## src/rtl/rx_buf_status.sv

```systemverilog
module rx_buf_status #(
  parameter int NBUF = 16,
  parameter int AW   = 3,
  parameter int IW   = (NBUF > 1) ? $clog2(NBUF) : 1
) (
  input  logic            clk,
  input  logic            rst_n,
  input  logic            st_valid,
  input  logic [IW-1:0]   st_idx,
  input  logic            st_remote,
  input  logic            wr_en,
  input  logic [AW-1:0]   addr,
  input  logic [NBUF-1:0] wdata,
  output logic [NBUF-1:0] rdata,
  output logic            irq
);
  localparam logic [AW-1:0] A_CTRL = AW'(0);
  localparam logic [AW-1:0] A_EN   = AW'(1);
  localparam logic [AW-1:0] A_CMP  = AW'(2);
  localparam logic [AW-1:0] A_RRQ  = AW'(3);
  localparam logic [AW-1:0] A_OVR  = AW'(4);
  localparam logic [AW-1:0] A_IE   = AW'(5);
  localparam logic [NBUF-1:0] ONE  = {{(NBUF-1){1'b0}}, 1'b1};

  logic            halt_q, irq_q;
  logic [NBUF-1:0] en_q, cmp_q, rrq_q, ovr_q, ie_q;

  wire             hit = st_valid && !halt_q && (32'(st_idx) < NBUF) && en_q[st_idx];
  wire [NBUF-1:0]  sel = hit ? (ONE << st_idx) : '0;

  wire wr_ctrl = wr_en && addr == A_CTRL;
  wire wr_en_v = wr_en && addr == A_EN;
  wire wr_cmp  = wr_en && addr == A_CMP;
  wire wr_rrq  = wr_en && addr == A_RRQ;
  wire wr_ovr  = wr_en && addr == A_OVR;
  wire wr_ie   = wr_en && addr == A_IE;

  wire [NBUF-1:0] cmp_sw = wr_cmp ? (cmp_q & wdata) : cmp_q;
  wire [NBUF-1:0] rrq_sw = wr_rrq ? (rrq_q & wdata) : rrq_q;
  wire [NBUF-1:0] ovr_sw = wr_ovr ? (ovr_q & wdata) : ovr_q;

  always_ff @(posedge clk) begin
    if (!rst_n) begin
      halt_q <= 1'b1;
      en_q   <= '0;
      cmp_q  <= '0;
      rrq_q  <= '0;
      ovr_q  <= '0;
      ie_q   <= '0;
      irq_q  <= 1'b0;
    end else begin
      if (wr_ctrl) halt_q <= wdata[0];
      if (wr_en_v) en_q   <= wdata;
      if (wr_ie)   ie_q   <= wdata;
      cmp_q <= cmp_sw | sel;
      ovr_q <= ovr_sw | (sel & cmp_q);
      rrq_q <= (rrq_sw & ~sel) | (sel & {NBUF{st_remote}});
      irq_q <= |(cmp_q & ie_q);
    end
  end

  always_comb begin
    case (addr)
      A_CTRL:  rdata = {{(NBUF-1){1'b0}}, halt_q};
      A_EN:    rdata = en_q;
      A_CMP:   rdata = cmp_q;
      A_RRQ:   rdata = rrq_q;
      A_OVR:   rdata = ovr_q;
      A_IE:    rdata = ie_q;
      default: rdata = '0;
    endcase
  end

  assign irq = irq_q;

  assert_halt_blocks_R2: assert property (@(posedge clk) disable iff (!rst_n)
    (halt_q && !wr_en) |=> $stable(cmp_q));
  assert_store_sets_complete_R3: assert property (@(posedge clk) disable iff (!rst_n)
    hit |=> cmp_q[$past(st_idx)]);
  assert_frame_type_R4: assert property (@(posedge clk) disable iff (!rst_n)
    hit |=> rrq_q[$past(st_idx)] == $past(st_remote));
  assert_irq_low_R5: assert property (@(posedge clk) disable iff (!rst_n)
    !(|(cmp_q & ie_q)) |=> !irq);
  assert_overrun_set_R7: assert property (@(posedge clk) disable iff (!rst_n)
    (hit && cmp_q[st_idx]) |=> ovr_q[$past(st_idx)]);
  assert_no_set_by_sw_R8: assert property (@(posedge clk) disable iff (!rst_n)
    !hit |=> ((cmp_q & ~$past(cmp_q)) == '0 && (ovr_q & ~$past(ovr_q)) == '0));
  assert_disabled_ignored_R1: assert property (@(posedge clk) disable iff (!rst_n)
    (st_valid && !en_q[st_idx] && !wr_en) |=> $stable(cmp_q) && $stable(ovr_q));
endmodule

```

## config.mk

```make
export PLATFORM = sky130hd
export DESIGN_NAME = rx_buf_status
export DESIGN_NICKNAME = d
export VERILOG_FILES = /design/src/rtl/rx_buf_status.sv
export SDC_FILE = /design/constraint.sdc
export NUM_CORES = 1
export LEC_CHECK = 0
export BUFFER_PORTS_ARGS = -buffer_cell sky130_fd_sc_hd__buf_2
export CAP_MARGIN = 15
export CORE_ASPECT_RATIO = 1.75
export CORE_MARGIN = 1.5
export CORE_UTILIZATION = 56
export DETAILED_ROUTE_END_ITERATION = 12
export HOLD_SLACK_MARGIN = 0.08
export MAX_ROUTING_LAYER = met4
export PLACE_DENSITY = 0.85
export SKIP_CTS_REPAIR_TIMING = 1
export SYNTH_ARGS = -nofsm -noshare
export SYNTH_HDL_FRONTEND = slang
export SYNTH_SLANG_ARGS = --single-unit
```

## constraint.sdc

```tcl
create_clock -name clk -period 1.6 [get_ports clk]
set_input_delay 0.08 -clock clk [delete_from_list [all_inputs] [get_ports clk]]
set_output_delay 0.08 -clock clk [all_outputs]
set_load 0.05 [all_outputs]
```

==> run_results.csv <==
group,metric,value,unit
grt,met3_usage,0.0607,
sta,tns,0,ns
routing,viasPerCell,6.69,
routing,vias,3951,
pwr,p_per_area,920,mW/mm^2
final_layout,nets,531,
grt,antenna_found_initial,0,
yosys,yosys-mux-area-fraction,0.0874,
setup_path,arrival,1.50,ns
sta,slew_headroom,0.656,
status,status,"finished, final reports clean",
sta,period_needed,1.58,ns
sta,setup_viol,0,
yosys,yosys.area.top_type,"dfxtp_1",
yosys,netlist_instances,442,
sta,fin_crit_sh,0.988,
floorplanning,start_util,0.580,
final_layout,syn_to_final_growth,23.0,%
yosys,synth_nets,470,
sta,worst_pin_slew,0.513,ns
pwr,p_total,4.53,mW
setup_path,critPathKind,"reg2out",
final_layout,insertedDiodeCount,0,
setup_path,end_kind,"output port",
setup_path,r2r_cells,4,
yosys,netlist-cell-type-count,39,
yosys,synthXorXnorAreaFrac,0,
routing,drt_wl_total,12200,um
floorplanning,dieWidth,66.9,um
grt,met1_usage,0.377,
setup_path,critPathLaunchType,"flip-flop",
clock_network,clk_pin_slew,0.06,ns
flow_run,drv_cap,0,
floorplanning,ios,45,
sta,max_freq,633,MHz
grt,overflow,0,
sta,fin_skew,0.00204,ns
final_layout,utilization,0.713,
place,dp_hpwl,8200,um
yosys,synth_compound_area_frac,0.299,
grt,first_global_vias,3884,
yosys,ys_seq_elements,82,
floorplanning,die_h,115,um
setup_path,worstPathRequired,1.52,ns
yosys,async_flop_share,0,
setup_path,cp-startpoint,"cmp_q[10]$_SDFF_PN0_",
yosys,synth_area,0.00401,mm^2
clock_network,cts_tree,"yes",
clock_network,clock-root-buffer,"clkbuf_16",
pwr,p_leak,1.77,nW
routing,drc,0,
yosys,synth-simple-area-share,0.158,
setup_path,cp_max_fo,4,
final_layout,drive_gt1_frac,0.272,
place,gp_congestion,0.920,
yosys,synth_edf_count,0,
setup_path,endpoint,"rdata[10]",
grt,grt_pass1_wl,19200,um
yosys,synthTopCellsByArea,"dfxtp_1, a21boi_1, nand2_1",
pwr,peakVddDrop,0.744,mV
clock_network,clkLatencyLatePin,0.34,ns
clock_network,h-tree-depth,3,
clock_network,cts.sinks,82,
yosys,synth_warnings,0,
min_path,whs_path_depth,4,
yosys,avgSynthCellArea,9.06,um^2
yosys,seq_area_frac_synth,0.410,
grt,top_usage_layer,"met2",
yosys,synth_common_cells,"dfxtp_1, nand2_1, a21boi_1",
grt,grtUsageTotal,0.343,
clock_network,clock_path_buffers,2,
grt,met2_usage,0.566,
yosys,synth_most_common_cell,"dfxtp_1",
grt,grt_max_degree,83,
floorplanning,core,0.00691,mm^2
routing,dr.pass1.iters,7,
floorplanning,die_area,0.00769,mm^2
yosys,synth_top_family_by_area,"compound AO/OA/AOI/OAI gates",
setup_path,rr_startpoint,"halt_q$_SDFFE_PN1P_",
place,port_buffers,44,
clock_network,cts_buffers,9,
yosys,synth_flop_cell,"dfxtp_1",
yosys,yosysTopAreaCellShare,0.410,
sta,drv_slew,0,
routing,ant_nets,0,
sta,hold_viol_final,0,
floorplanning,rows,40,
setup_path,rrSetupSlack,0.15,ns
routing,wire_per_inst,20.7,um
min_path,hold_path_class,"in2reg",
routing,drt_iter0_markers,413,
yosys,yosys.area_share.adder,0,
==> per-stage QoR <==
step           hold slack [ns]  setup WS [ns]  instances  cell area, um^2
2_1_floorplan            0.207         0.0507        442             4080
3_3_place_gp             0.361          0.175        560             4450
3_5_place_dp             0.365          0.144        560             4450
4_1_cts                 0.0117        -0.0296        575             4740
5_1_grt                  0.181       -0.00407        591             4930
6_report                 0.144         0.0191        591             4930
==> worst max-delay path, cell delays in order (launching register included) <==
cell	delay (ns)
dfxtp_1	0.42
mux2_2	0.19
a22oi_1	0.05
o22ai_1	0.20
buf_2	0.30
==> area by class of cell <==
type                    count  area (um^2)
clock buffers              12          246
clock inverters             3         40.0
fillers                   516         1980
inverters                   1         3.75
multi-input cells         323         2260
flip-flops and latches     82         1640
well taps                  84          105
repair buffers             86          627
==> how the worst min path moves through the flow <==
stage / slack (ns) / to / startpoint
floorplan: 0.21 / ie_q[10]$_SDFFE_PN0P_ / wdata[10]
global placement: 0.36 / ie_q[11]$_SDFFE_PN0P_ / wdata[11]
detailed placement: 0.36 / ie_q[14]$_SDFFE_PN0P_ / wdata[14]
CTS: 0.01 / ie_q[14]$_SDFFE_PN0P_ / wdata[14]
global route: 0.18 / halt_q$_SDFFE_PN1P_ / addr[2]
finish: 0.14 / halt_q$_SDFFE_PN1P_ / addr[2]
==> cell families (layout without fill, tap and decap cells) <==
group           after synthesis  count (layout)
mux                          32              32
flops                        82              82
compound gates              170             170
simple gates                121             121
buf+inv                      37             102
==> metal layers <==
layer | up-vias | part of all wire
li1 | 1779 | -
met1 | 1912 | 0.36
met2 | 208 | 0.50
met3 | 52 | 0.081
met4 | 0 | 0.054
met5 | - | 0
==> report_power, final <==
group / leakage (nW) / internal, mW / switching, mW
combinational: 0.963 / 0.171 / 0.252
sequential: 0.661 / 2.06 / 0.0195
clock: 0.142 / 1.24 / 0.792
==> layout by cell type, fill, tap and decap left out, drive strengths merged, types with 15 or more instances in the layout <==
master,synthesis,routed
dlygate4sd3,0,16
mux2i,17,17
a22oi,18,18
nand2,66,66
nand4,16,16
o21ai,49,49
a21boi,65,65
nand3,22,22
o2111ai,16,16
dfxtp,82,82
o22ai,15,15
buf,19,68
Power figures use the tool's default switching activity.
